`src/rtl/exbf_pkg.sv`:
```
package exbf_pkg;

  typedef enum logic [1:0] {
    EV_NONE     = 2'd0,
    EV_DATA     = 2'd1,
    EV_ADDR_HIT = 2'd2
  } ev_kind_e;

  // Compare is only live when all three configuration bits are on.
  function automatic logic exbf_cmp_live(input logic nine, input logic xen,
                                         input logic cmp);
    return nine & xen & cmp;
  endfunction

  // Route one completed character to an event kind.
  function automatic ev_kind_e exbf_route(input logic valid, input logic live,
                                          input logic xbit, input logic lvl,
                                          input logic id_eq);
    ev_kind_e k;
    k = EV_NONE;
    if (valid) begin
      if (!live || (xbit != lvl)) k = EV_DATA;
      else if (id_eq)             k = EV_ADDR_HIT;
      else                        k = EV_NONE;
    end
    return k;
  endfunction

endpackage

```
`src/rtl/exbf_id_reg.sv`:
```
module exbf_id_reg #(
  parameter int W = 8
) (
  input  logic         clk,
  input  logic         rst_n,
  input  logic         wr,
  input  logic [W-1:0] wdata,
  output logic [W-1:0] id_q
);
  always_ff @(posedge clk or negedge rst_n) begin
    if (!rst_n)  id_q <= '0;
    else if (wr) id_q <= wdata;
  end
endmodule

```
`src/rtl/exbf_classify.sv`:
```
module exbf_classify
  import exbf_pkg::*;
#(
  parameter int W = 8
) (
  input  logic         valid,
  input  logic [W-1:0] data,
  input  logic         xbit,
  input  logic         nine,
  input  logic         xen,
  input  logic         cmp,
  input  logic         lvl,
  input  logic [W-1:0] id_q,
  output ev_kind_e     kind,
  output logic         live
);
  logic [W-1:0] bit_eq;
  logic         id_eq;

  genvar gi;
  generate
    for (gi = 0; gi < W; gi++) begin : g_cmp
      assign bit_eq[gi] = ~(data[gi] ^ id_q[gi]);
    end
  endgenerate

  assign id_eq = &bit_eq;
  assign live  = exbf_cmp_live(nine, xen, cmp);

  always_comb begin
    kind = exbf_route(valid, live, xbit, lvl, id_eq);
  end
endmodule

```
`src/rtl/exbf_event_reg.sv`:
```
module exbf_event_reg
  import exbf_pkg::*;
#(
  parameter int W = 8
) (
  input  logic         clk,
  input  logic         rst_n,
  input  ev_kind_e     kind,
  input  logic [W-1:0] data,
  input  logic         clr,
  output logic         rc_pulse,
  output logic         st_pulse,
  output logic         flag,
  output logic [W-1:0] rd_q
);
  logic take;
  assign take = (kind == EV_DATA) || (kind == EV_ADDR_HIT);

  always_ff @(posedge clk or negedge rst_n) begin
    if (!rst_n) begin
      rc_pulse <= 1'b0;
      st_pulse <= 1'b0;
    end else begin
      rc_pulse <= (kind == EV_DATA);
      st_pulse <= (kind == EV_ADDR_HIT);
    end
  end

  always_ff @(posedge clk or negedge rst_n) begin
    if (!rst_n)    rd_q <= '0;
    else if (take) rd_q <= data;
  end

  // set has priority over clear
  always_ff @(posedge clk or negedge rst_n) begin
    if (!rst_n)                    flag <= 1'b0;
    else if (kind == EV_ADDR_HIT)  flag <= 1'b1;
    else if (clr)                  flag <= 1'b0;
  end
endmodule

```
`src/rtl/exb_addr_filter.sv`:
```
module exb_addr_filter
  import exbf_pkg::*;
#(
  parameter int W = 8
) (
  input  logic         clk,
  input  logic         rst_n,
  input  logic         rx_valid,
  input  logic [W-1:0] rx_data,
  input  logic         rx_xbit,
  input  logic         cfg_nine,
  input  logic         cfg_xbit_en,
  input  logic         cfg_cmp_en,
  input  logic         cfg_xbit_lvl,
  input  logic         id_wr,
  input  logic [W-1:0] id_wdata,
  input  logic         match_clr,
  output logic         rc_pulse,
  output logic         st_pulse,
  output logic         match_flag,
  output logic [W-1:0] rd_data
);
  logic [W-1:0] id_q;
  ev_kind_e     ev_kind;
  logic         cmp_live;

  exbf_id_reg #(.W(W)) u_id (
    .clk(clk), .rst_n(rst_n), .wr(id_wr), .wdata(id_wdata), .id_q(id_q)
  );

  exbf_classify #(.W(W)) u_cls (
    .valid(rx_valid), .data(rx_data), .xbit(rx_xbit),
    .nine(cfg_nine), .xen(cfg_xbit_en), .cmp(cfg_cmp_en), .lvl(cfg_xbit_lvl),
    .id_q(id_q), .kind(ev_kind), .live(cmp_live)
  );

  exbf_event_reg #(.W(W)) u_ev (
    .clk(clk), .rst_n(rst_n), .kind(ev_kind), .data(rx_data), .clr(match_clr),
    .rc_pulse(rc_pulse), .st_pulse(st_pulse), .flag(match_flag), .rd_q(rd_data)
  );
endmodule

```
`config.mk`:
```
export PLATFORM = sky130hd
export DESIGN_NAME = exb_addr_filter
export DESIGN_NICKNAME = d
export VERILOG_FILES = /design/src/rtl/exbf_pkg.sv /design/src/rtl/exbf_id_reg.sv /design/src/rtl/exbf_classify.sv /design/src/rtl/exbf_event_reg.sv /design/src/rtl/exb_addr_filter.sv
export SDC_FILE = /design/constraint.sdc
export NUM_CORES = 1
export LEC_CHECK = 0
export BUFFER_PORTS_ARGS = -buffer_cell sky130_fd_sc_hd__buf_4
export CORE_UTILIZATION = 25
export DETAILED_ROUTE_END_ITERATION = 12
export MAX_ROUTING_LAYER = met4
export PLACE_DENSITY = 0.54
export SETUP_SLACK_MARGIN = 0.1
export SLEW_MARGIN = 10
export SYNTH_ARGS = -nofsm -noshare
export SYNTH_HDL_FRONTEND = slang
export SYNTH_SLANG_ARGS = --single-unit
```
`constraint.sdc`:
```
create_clock -name clk -period 3.6 [get_ports clk]
set_input_delay 0.36 -clock clk [delete_from_list [all_inputs] [get_ports clk]]
set_output_delay 0.36 -clock clk [all_outputs]
set_load 0.01 [all_outputs]
```
==> impl_metrics.py <==
metrics = {
    "sta": {
        "finalWorstSetupSlack_ns": 1.766,
        "clock_skew_ns": 0.009675,
        "worst_slew_pin_slew_ns": 0.3171,
        "setup_tns_ns": 0,
        "relSlewSlack_pct": 78.86,
        "hold_viol": 0,
        "slew_viol_final": 0,
        "setup_viol": 0,
        "max_freq_mhz": 545.2,
        "timing.final.crit_share_pct": 50.95,
        "fin_crit_ns": 1.834,
        "whs_ns": 0.2898,
        "grt_setup_unrepaired": "false",
    },
    "synthesis": {
        "yosysTopAreaCell": "dfrtp_1",
        "yosys_register_bits": 19,
        "synth.area.top_cells": "dfrtp_1 58%, mux2_2 22%, xnor2_1 9.6%",
        "ys_seq_area_share_pct": 57.66,
        "synth_top_area_share_pct": 57.66,
        "yosysWarnings": 0,
        "syn_area_per_cell_um2": 14.22,
        "synth_area_um2": 824.5,
        "synthCells": 58,
        "synth_cell_type_count": 13,
        "syn-num-nets": 86,
    },
    "layout": {
        "post-route-util_pct": 37.98,
        "synthToLayoutAreaGrowth_pct": 42.94,
        "mostFrequentLayoutCell": "buf_4",
        "n_antenna_cell": 0,
        "layout_common_cells": "36 x buf_4, 19 x dfrtp_1, 16 x mux2_2",
        "drive_gt1_share_pct": 57.73,
        "nets": 126,
    },
    "setup_path": {
        "cp-start-kind": "flip-flop",
        "cp.required_ns": 3.78,
        "path_cells": "xnor2_1 > nand3_1 > nor4_1 > ha_1 > mux2_2",
        "crit_path_max_incr_delay_ns": 0.40,
        "crit_path_start": "u_id.id_q[0]",
        "path_buf_inv": 0,
        "critPathKind": "flip-flop to flip-flop",
        "critical-path-slowest-cell": "dfrtp_1",
        "cp_top_family": "simple AND/OR/NAND/NOR gates",
        "cp_data_arrival_time_ns": 2.01,
        "crit_path_end_kind": "flip-flop",
        "reg2reg_from": "u_id.id_q[0]",
        "cp_max_fo": 8,
    },
    "detailed_routing": {
        "wire_per_inst_um": 11.79,
        "vias": 576,
        "dr.pass1.iters": 2,
        "routed_via_density": 4.085,
        "ant_nets": 0,
        "drc": 0,
        "first_iter_violations": 6,
        "drt_wl_total_um": 1662,
    },
    "power_and_ir_drop": {
        "peakVddDrop_uv": 89.73,
        "leakage_nw": 0.5453,
        "intPower_uw": 336.9,
        "power.density_mw_per_mm2": 379.7,
        "swShare_pct": 24.72,
        "clock_power_share_pct": 23.9,
        "seqPwrFrac_pct": 54.7,
        "p_switching_uw": 110.6,
        "p_comb_share_pct": 21.4,
        "finalPower_uw": 447.5,
    },
    "global_routing": {
        "grt_pass1_wl_um": 2580,
        "grt-ovfl-total": 0,
        "grt_pass1_vias": 576,
        "grt.total_usage_pct": 10.43,
        "antenna_found_initial": 0,
        "grt_max_degree": 20,
    },
    "job": {
        "maxCapViolations": 0,
    },
    "placement": {
        "dpl.hpwl_um": 1310,
        "routabilityCongestion": 0.7251,
        "io_buffers": 36,
        "pre_cts_ws_ns": 1.613,
    },
    "cts": {
        "cts_tree": "yes",
        "clk_latency_ns": 0.29,
        "clk_pin_slew_ns": 0.11,
        "cts-buffers-inserted": 3,
        "cts.sinks": 19,
        "clock-root-buffer": "clkbuf_4",
        "htree_levels": 1,
        "clk_path_buf_depth": 2,
    },
    "floorplanning": {
        "io_pins": 37,
        "die-width_um": 59.43,
        "die_area_mm2": 0.003532,
        "die_y_um": 59.43,
        "row_count": 20,
        "core_mm2": 0.003103,
        "initial_core_util_pct": 26.57,
    },
    "hold_path": {
        "hold_start": "id_wdata[3]",
        "min_path_type": "input pin to flip-flop",
    },
    "status": {
        "status": "complete, no violations",
    },
}
-- routing by layer --
layer	track usage (%)	up-vias	wire length [um]
li1	-	280	-
met1	11.58	271	715
met2	17.50	25	769
met3	3.057	0	178
met4	4.082	0	0
met5	-	-	0
-- area by class of cell --
class	count	area (um^2)
fillers	320	1924
inverters	1	3.754
flip-flops and latches	19	475.5
clock buffers	4	26.28
multi-input cells	36	337.8
repair buffers	37	280.3
well taps	44	55.05
-- state kept, by name, summed over array words and instances, names as in the netlist --
register       count
u_ev.rd_q          8
u_ev.flag          1
u_ev.st_pulse      1
u_ev.rc_pulse      1
u_id.id_q          8
-- path summary, 6_finish.rpt --
path                       cells after the start       endpoint  slack, ns
setup / recovery                               5   u_ev.rd_q[5]       1.77
hold reg to reg                                1      u_ev.flag       0.49
setup reg to reg                               5   u_ev.rd_q[5]       1.77
hold / removal                                 2   u_id.id_q[3]       0.29
max in group asynchronous                      2   u_id.id_q[2]       2.92
min in group asynchronous                      2  u_ev.rc_pulse       0.47
-- what timing repair did --
action / CTS / global route
buffers inserted: 0 / 0
hold endpoints to repair: 19 / 0
gates resized for setup: 0 / 0
hold buffers: 1 / 0
-- cells by family (layout without fill, tap and decap cells) --
| family | Yosys count | count (layout) | synth area share, % |
|---|---|---|---|
| flip-flops | 19 | 19 | 57.66 |
| multiplexers | 16 | 16 | 21.85 |
| buffers and inverters | 3 | 42 | 1.366 |
| XOR/XNOR | 9 | 9 | 9.560 |
| AND/OR/NAND/NOR | 8 | 8 | 5.615 |
| AO/OA/AOI/OAI | 1 | 1 | 0.9108 |
| adder cells (fa/ha/maj) | 2 | 2 | 3.034 |
-- power groups by stage --
stage | clock, mW | combinational [mW] | sequential (mW)
floorplan | 0 | 0.0398 | 0.253
global placement | 0 | 0.0947 | 0.250
detailed placement | 0 | 0.0974 | 0.249
CTS | 0.115 | 0.0984 | 0.245
global route | 0.120 | 0.106 | 0.248
finish | 0.107 | 0.0958 | 0.245
-- synthesized netlist by cell type --
library cell and count:
dfrtp_1 19, mux2_2 16, xnor2_1 9, clkbuf_1 2
ha_1 2, nand2_1 2, nand4_1 2, a21o_1 1
and2_2 1, inv_1 1, nand3_1 1, nor4_1 1
or4_1 1
-- metrics by stage --
step	instances	area, um^2
global placement	136	1142
CTS	141	1179
global route	141	1179
detailed placement	136	1142
floorplan	58	824.5
finish	141	1179
(Power assumes the default switching activity.)
